`src/rtl/etm_pkg.sv`:
```
package etm_pkg;

  typedef struct packed {
    logic ovf_flag;
    logic ext_flag;
    logic rx_sel;
    logic tx_sel;
    logic ext_en;
    logic run;
    logic ext_clk;
    logic cap_mode;
  } etm_ctrl_t;

  localparam int unsigned CTRL_ADDR = 0;
  localparam int unsigned CNT_BASE  = 1;

endpackage

```
`src/rtl/etm_edge_sync.sv`:
```
module etm_edge_sync #(
  parameter int STAGES = 2
) (
  input  logic clk,
  input  logic rst,
  input  logic pin,
  output logic fall
);

  // STAGES synchroniser flops followed by one history flop
  logic [STAGES:0] sh_q;

  always_ff @(posedge clk) begin
    if (rst) sh_q <= '1;
    else     sh_q <= {sh_q[STAGES-1:0], pin};
  end

  assign fall = sh_q[STAGES] & ~sh_q[STAGES-1];

endmodule

```
`src/rtl/etm_prescaler.sv`:
```
module etm_prescaler #(
  parameter int DIV = 12,
  localparam int PW = (DIV > 1) ? $clog2(DIV) : 1
) (
  input  logic clk,
  input  logic rst,
  output logic tick
);

  logic [PW-1:0] pre_q;

  assign tick = (pre_q == PW'(DIV - 1));

  always_ff @(posedge clk) begin
    if (rst)       pre_q <= '0;
    else if (tick) pre_q <= '0;
    else           pre_q <= pre_q + 1'b1;
  end

endmodule

```
`src/rtl/etm_count_core.sv`:
```
module etm_count_core #(
  parameter int CW = 16,
  localparam int NB = CW / 8
) (
  input  logic          clk,
  input  logic          rst,
  input  logic          inc,
  input  logic          trig_fall,
  input  logic          ext_en,
  input  logic          cap_mode,
  input  logic          baud,
  input  logic [NB-1:0] cnt_we,
  input  logic [NB-1:0] rld_we,
  input  logic [7:0]    wdata,
  output logic [CW-1:0] cnt,
  output logic [CW-1:0] rld,
  output logic          ovf_evt,
  output logic          trig_evt
);

  logic [CW-1:0] cnt_q, cnt_d;
  logic [CW-1:0] rld_q, rld_d;
  logic          at_max;
  logic          do_capture;

  always_comb begin
    at_max     = (cnt_q == {CW{1'b1}});
    ovf_evt    = inc && at_max;
    trig_evt   = trig_fall && ext_en && !baud;
    do_capture = trig_evt && cap_mode;

    cnt_d = cnt_q;
    rld_d = rld_q;

    if (inc) begin
      if (!at_max)                cnt_d = cnt_q + 1'b1;
      else if (baud || !cap_mode) cnt_d = rld_q;
      else                        cnt_d = '0;
    end
    if (trig_evt && !cap_mode) cnt_d = rld_q;

    for (int b = 0; b < NB; b++) begin
      if (cnt_we[b]) cnt_d[b*8 +: 8] = wdata;
      if (rld_we[b]) rld_d[b*8 +: 8] = wdata;
    end
    // a capture wins over a same-cycle software write of the reload bytes
    if (do_capture) rld_d = cnt_q;
  end

  always_ff @(posedge clk) begin
    if (rst) begin
      cnt_q <= '0;
      rld_q <= '0;
    end else begin
      cnt_q <= cnt_d;
      rld_q <= rld_d;
    end
  end

  assign cnt = cnt_q;
  assign rld = rld_q;

endmodule

```
`src/rtl/evt_timer16.sv`:
```
module evt_timer16 #(
  parameter int CW          = 16,
  parameter int PRESCALE    = 12,
  parameter int SYNC_STAGES = 2,
  parameter int AW          = 3
) (
  input  logic          clk,
  input  logic          rst,
  input  logic          reg_wr,
  input  logic [AW-1:0] reg_addr,
  input  logic [7:0]    reg_wdata,
  output logic [7:0]    reg_rdata,
  input  logic          cnt_pin,
  input  logic          trig_pin,
  output logic          irq,
  output logic          rx_tick,
  output logic          tx_tick
);

  import etm_pkg::*;

  localparam int NB       = CW / 8;
  localparam int RLD_BASE = CNT_BASE + NB;

  etm_ctrl_t     ctrl_q, ctrl_d;
  logic          ctrl_we;
  logic [NB-1:0] cnt_we, rld_we;
  logic          cnt_fall, trig_fall, pre_tick;
  logic          baud, inc;
  logic          ovf_evt, trig_evt;
  logic [CW-1:0] cnt, rld;
  logic [7:0]    rdata_d;

  etm_edge_sync #(.STAGES(SYNC_STAGES)) u_cnt_sync (
    .clk(clk), .rst(rst), .pin(cnt_pin), .fall(cnt_fall)
  );

  etm_edge_sync #(.STAGES(SYNC_STAGES)) u_trig_sync (
    .clk(clk), .rst(rst), .pin(trig_pin), .fall(trig_fall)
  );

  etm_prescaler #(.DIV(PRESCALE)) u_pre (
    .clk(clk), .rst(rst), .tick(pre_tick)
  );

  assign ctrl_we = reg_wr && (reg_addr == AW'(CTRL_ADDR));

  for (genvar b = 0; b < NB; b++) begin : g_lane
    assign cnt_we[b] = reg_wr && (reg_addr == AW'(CNT_BASE + b));
    assign rld_we[b] = reg_wr && (reg_addr == AW'(RLD_BASE + b));
  end

  assign baud = ctrl_q.rx_sel | ctrl_q.tx_sel;
  assign inc  = ctrl_q.run && (ctrl_q.ext_clk ? cnt_fall : pre_tick);

  etm_count_core #(.CW(CW)) u_core (
    .clk(clk), .rst(rst), .inc(inc), .trig_fall(trig_fall),
    .ext_en(ctrl_q.ext_en), .cap_mode(ctrl_q.cap_mode), .baud(baud),
    .cnt_we(cnt_we), .rld_we(rld_we), .wdata(reg_wdata),
    .cnt(cnt), .rld(rld), .ovf_evt(ovf_evt), .trig_evt(trig_evt)
  );

  // control register: hardware flag set beats a same-cycle software write
  always_comb begin
    ctrl_d = ctrl_q;
    if (ctrl_we) ctrl_d = etm_ctrl_t'(reg_wdata);
    if (ovf_evt && !baud) ctrl_d.ovf_flag = 1'b1;
    if (trig_evt)         ctrl_d.ext_flag = 1'b1;
  end

  always_comb begin
    rdata_d = '0;
    if (reg_addr == AW'(CTRL_ADDR)) rdata_d = ctrl_q;
    for (int b = 0; b < NB; b++) begin
      if (reg_addr == AW'(CNT_BASE + b)) rdata_d = cnt[b*8 +: 8];
      if (reg_addr == AW'(RLD_BASE + b)) rdata_d = rld[b*8 +: 8];
    end
  end

  always_ff @(posedge clk) begin
    if (rst) begin
      ctrl_q    <= '0;
      reg_rdata <= '0;
      rx_tick   <= 1'b0;
      tx_tick   <= 1'b0;
    end else begin
      ctrl_q    <= ctrl_d;
      reg_rdata <= rdata_d;
      rx_tick   <= ovf_evt && ctrl_q.rx_sel;
      tx_tick   <= ovf_evt && ctrl_q.tx_sel;
    end
  end

  assign irq = ctrl_q.ovf_flag | ctrl_q.ext_flag;

endmodule

```
`config.mk`:
```
export PLATFORM = sky130hd
export DESIGN_NAME = evt_timer16
export DESIGN_NICKNAME = d
export VERILOG_FILES = /design/src/rtl/etm_pkg.sv /design/src/rtl/etm_edge_sync.sv /design/src/rtl/etm_prescaler.sv /design/src/rtl/etm_count_core.sv /design/src/rtl/evt_timer16.sv
export SDC_FILE = /design/constraint.sdc
export NUM_CORES = 1
export LEC_CHECK = 0
export ABC_AREA = 1
export CORE_AREA = 2 2 72 92
export DETAILED_ROUTE_END_ITERATION = 16
export DIE_AREA = 0 0 74 94
export DONT_BUFFER_PORTS = 1
export PLACE_DENSITY = 0.84
export REMOVE_ABC_BUFFERS = 1
export SLEW_MARGIN = 15
export SYNTH_ARGS = -nofsm -noshare
export SYNTH_HDL_FRONTEND = slang
export SYNTH_SLANG_ARGS = --single-unit
```
`constraint.sdc`:
```
create_clock -name clk -period 4 [get_ports clk]
set_input_delay 0.8 -clock clk [delete_from_list [all_inputs] [get_ports clk]]
set_output_delay 0.8 -clock clk [all_outputs]
set_load 0.01 [all_outputs]
```
Word level (Yosys, flattened, before mapping). Index checks and enable logic that the tools add are counted.

Equal/unequal tests: 6. Bitwise operators: 6. Reductions and logical operators: 25. Add/sub/neg operators: 2. Multiplexer cells: 18.

Operator list (number): 2-to-1 mux 16 bit (5); 2-to-1 mux 8 bit (10); adder 16 x 1 -> 16 bit (second input constant) (1); equality test 16 bit (second input constant) (1); logical AND 1 bit (14); nonzero test 2 bit (4); equality test 3 x 2 -> 1 bit (second input constant) (2); nonzero test 3 bit (2); adder 4 x 1 -> 4 bit (second input constant) (1); equality test 4 bit (second input constant) (1); equality test 3 x 1 -> 1 bit (second input constant) (1); equality test 3 bit (second input constant) (1); logical NOT 3 bit (1); 2-to-1 mux 1 bit (3); AND 1 bit (2); logical NOT 1 bit (2); NOT 1 bit (2); OR 1 bit (2); OR reduction 2 bit (1); logical OR 1 bit (1).

Input port bits: 16. Word-level logic and storage cells: 75. Bits in registers: 60.

Longest topological paths before layout.
Depth after elaboration: 7. Mapped depth: 11. Gate-level depth less buffers: 11.

Cells and area by module. Synthesis repeated with hierarchy kept, for this count alone.

Cells, all modules: 533. Area total of the unflattened synthesis: 3580.9 um^2.

Modules (own cells, without submodules): etm_count_core (area each 2122.0 um^2, cells an instance 339, seq. area each 640.6 um^2, instances 1); evt_timer16 (area each 1102.3 um^2, cells an instance 149, seq. area each 360.3 um^2, instances 1); etm_edge_sync (area each 93.8 um^2, cells an instance 12, seq. area each 60.1 um^2, instances 2); etm_prescaler (area each 168.9 um^2, cells an instance 21, seq. area each 80.1 um^2, instances 1).

Worst setup path after synthesis. Ideal clock, no wire load.

Kind: input -> register. Start: in reg_wr. End: reg u_core.cnt_q[10] (netlist: u_core.cnt[10]). Path buffers: 1. Setup slack: 2204 ps. Data required time: 3891 ps. Arrival: 1687 ps. Stages: 8. Cells stage by stage: buf_2 -> inv_1 -> nor2_4 -> inv_1 -> o211ai_1 -> inv_1 -> nand2_1 -> inv_1.

Longest elaborated chain between the ends: 2. Elaborated cells between the ends (all ways): 3.

RTL lines: start, declared (line evt_timer16.sv:9) `input logic reg_wr,`; logical AND 1 bit (*) (line evt_timer16.sv:49) `assign cnt_we[b] = reg_wr && (reg_addr == AW'(CNT_BASE + b));`; nonzero test 3 bit (no source line) or 2-to-1 mux 8 bit (tied branches); end signal, assigned (line etm_count_core.sv:55) `cnt_q <= cnt_d;`; end, declared (line etm_count_core.sv:21) `logic [CW-1:0] cnt_q, cnt_d;`.

Mark *: on every way between the ends. The rest lies on a longest branch, timed or not. A chain may end at the register's enable or synchronous reset.

Worst setup path in the final report.
Start: reg u_core.cnt_q[0] (netlist: u_core.cnt[0]). End: reg u_core.cnt_q[12] (netlist: u_core.cnt[12]).

Longest elaborated chain between the ends: 5. Elaborated cells between the ends (all ways): 6.

RTL lines: adder 16 x 1 -> 16 bit or equality test 16 bit (tied branches) (line etm_count_core.sv:36, etm_count_core.sv:27); 2-to-1 mux 16 bit (*) (line etm_count_core.sv:36) `if (!at_max) cnt_d = cnt_q + 1'b1;`; 2-to-1 mux 16 bit (*) (line etm_count_core.sv:35) `if (inc) begin`; 2-to-1 mux 16 bit (*) (line etm_count_core.sv:40) `if (trig_evt && !cap_mode) cnt_d = rld_q;`; 2-to-1 mux 8 bit (*) (line etm_count_core.sv:43) `if (cnt_we[b]) cnt_d[b*8 +: 8] = wdata;`.

Mark *: on every way between the ends. The rest lies on a longest branch, timed or not. The select of a mux whose other input is x is not followed.

==> impl_metrics.yaml <==
final_layout:
  area_growth_pct: 5.002
  finalNonFillerCells: 592
  final_core_util: 0.6169
  final_nets: 520
  drive_above_1_share: 0.1223
  n_antenna_cell: 0
die:
  num_io_pins: 27
  num_rows: 32
  die_x_um: 74
  fp.dieH_um: 94
  core_area_um2: 6046
  start_util: 0.5875
  die_area_um2: 6956
clock_network:
  cts_tree: "yes"
  htreeDepth: 3
  cts-root-buf: "clkbuf_8"
  cts_sinks: 60
  cts_setup_buffers: 0
  clock_latency_ps: 350
  clockBufferDepth: 2
  clkTransAtPathRegs_ps: 70
  hold_buffers: 0
  cts_made_buffers: 9
  cts_resized: 0
power_and_ir_drop:
  p_per_area_nw_per_um2: 318.4
  p_leak_nw: 1.650
  max-vdd-ir-drop_v: 0.0002187
synthesis:
  ys.flop_type: "dfxtp_1"
  yosys.area.top_type_share: 0.3381
  ys_warn_count: 0
  post_synth.cell_area_avg_um2: 7.062
  post-synth-top-count-cell: "nand2_1"
  syn_inst: 503
  synth_area_leader_cell: "dfxtp_1"
  synth.distinct_cells: 39
  synthesis.area_um2: 3552
  ys_seq_area_frac: 0.3381
  async_reset_ff_frac: 0
  synthTopCellsByArea: "dfxtp_1, nand2_1, inv_1"
  ys_ff_latch: 60
  synth_commonest_cells: "nand2_1, inv_1, dfxtp_1"
  synth_edf_count: 0
timing:
  hold_slack_ps: 407.0
  fin_skew_ps: 11.05
  fin_setup_tns_ps: 0
  setup_viol: 0
  slew_headroom: 0.3474
  worst_pin_slew_ps: 977.8
  rsz0062_at_grt: "no"
  final.min_clock_period_ps: 1890
  hold_viol_final: 0
  max_freq_ghz: 0.5291
  slew_viol_final: 0
  fin_crit_sh: 0.4725
global_routing:
  grt_pass1_wl_um: 15580
  gr-total-overflow: 0
  first_global_vias: 3164
  grt_max_degree: 33
  antenna_found_initial: 0
  grt.total_usage: 0.2984
critical_path:
  cp_data_required_time_ps: 4270
  arrival_ps: 2160
  criticalPathCategory: "reg2reg"
  cp-startpoint: "u_core.cnt[0]"
  worstReg2RegStart: "u_core.cnt[0]"
  crit_path_start_kind: "flop"
  worstSetupEndpointType: "flop"
  cp_max_fo: 11
drt:
  drcViolationCount: 0
  ant_nets: 0
  first_pass_iters: 8
  via_count: 3355
  detail_route.wl_per_cell_um: 16.01
  initialDrtViolationCount: 423
  routed_wirelength_um: 9478
  viasPerCell: 5.667
job:
  cap_viol_max_count: 0
placed_design:
  portBuffers: 0
  dpl.hpwl_um: 6793
  place_inst: 576
  routabilityCongestion: 1.038
hold_path:
  min_from: "u_cnt_sync.sh_q[0]"
  worstHoldPathType: "reg2reg"
run_status:
  outcome: "finished, final reports clean"
## routing by layer
layer / wire length [um] / vias up / part of all wire / track usage
met5: 0 / - / 0 / 0
li1: - / 1608 / - / -
met3: 838 / 58 / 0.088 / 0.06760
met1: 3529 / 1488 / 0.37 / 0.3505
met2: 4539 / 201 / 0.48 / 0.4643
met4: 570 / 0 / 0.060 / 0.2212
## registers in the layout, indices dropped and copies added (netlist names)
name              cells
tx_tick               1
u_pre.pre_q           4
u_trig_sync.sh_q      3
ctrl_q                8
rx_tick               1
u_core.cnt           16
reg_rdata             8
u_core.rld           16
u_cnt_sync.sh_q       3
## area by class of cell
cell class / count / area, um^2
Clock inverter: 2 / 10.01
Timing Repair Buffer: 1 / 7.507
Clock buffer: 14 / 152.6
Inverter: 93 / 372.9
Multi-Input combinational cell: 337 / 1879
Fill cell: 552 / 2316
Tap cell: 85 / 106.4
Sequential cell: 60 / 1201
## critical path: stages, from the launching register on
cell	delay (ps)
dfxtp_1	390
ha_1	230
nand2_1	100
nor2_4	170
nand4_4	200
nand2_4	230
inv_4	100
nor2_8	160
nand2_1	80
a21oi_1	150
## cells by family after synthesis
group	count (synthesis)	synth area share
buffers and inverters	106	0.1328
flip-flops	60	0.3381
adder cells (fa/ha/maj)	2	0.007044
AND/OR/NAND/NOR	225	0.3209
AO/OA/AOI/OAI	97	0.1691
XOR/XNOR	13	0.03205
## power breakdown
part,internal [mW],switching [mW]
Combinational,0.0303,0.0606
Sequential,0.614,0.0139
Clock,0.240,0.228
Total,0.885,0.303
## stage by stage
stage | setup slack, ps | total power, mW | cell area, um^2
global route | 1986 | 1.231 | 3730
global placement | 1989 | 0.7268 | 3567
finish | 2110 | 1.188 | 3730
CTS | 2148 | 1.191 | 3730
detailed placement | 1965 | 0.7294 | 3567
floorplan | 1733 | 0.7068 | 3453
## cell usage in the layout (no fill, tap or decap), types with 3 or more instances in the layout
cell / n
clkbuf_8: 10
nand2_1: 111
nor2_8: 3
a221oi_1: 8
dfxtp_1: 60
xor2_1: 12
nand2_4: 8
inv_4: 4
o21ai_0: 13
nor3_1: 3
a31oi_1: 8
a21oi_1: 17
clkbuf_1: 4
o22ai_1: 16
o21ai_1: 19
inv_1: 85
nor2_1: 47
a21oi_2: 6
o211ai_1: 8
inv_2: 3
nor2_2: 3
nand3_1: 29
or2_2: 6
nor2_4: 6
## worst paths after layout
kind,end,slack [ps],depth (start not counted)
setup / recovery,u_core.cnt[12],2110,9
hold / removal,u_cnt_sync.sh_q[1],410,1
setup reg to reg,u_core.cnt[12],2110,9
hold reg to reg,u_cnt_sync.sh_q[1],410,1
(Power assumes the default switching activity.)
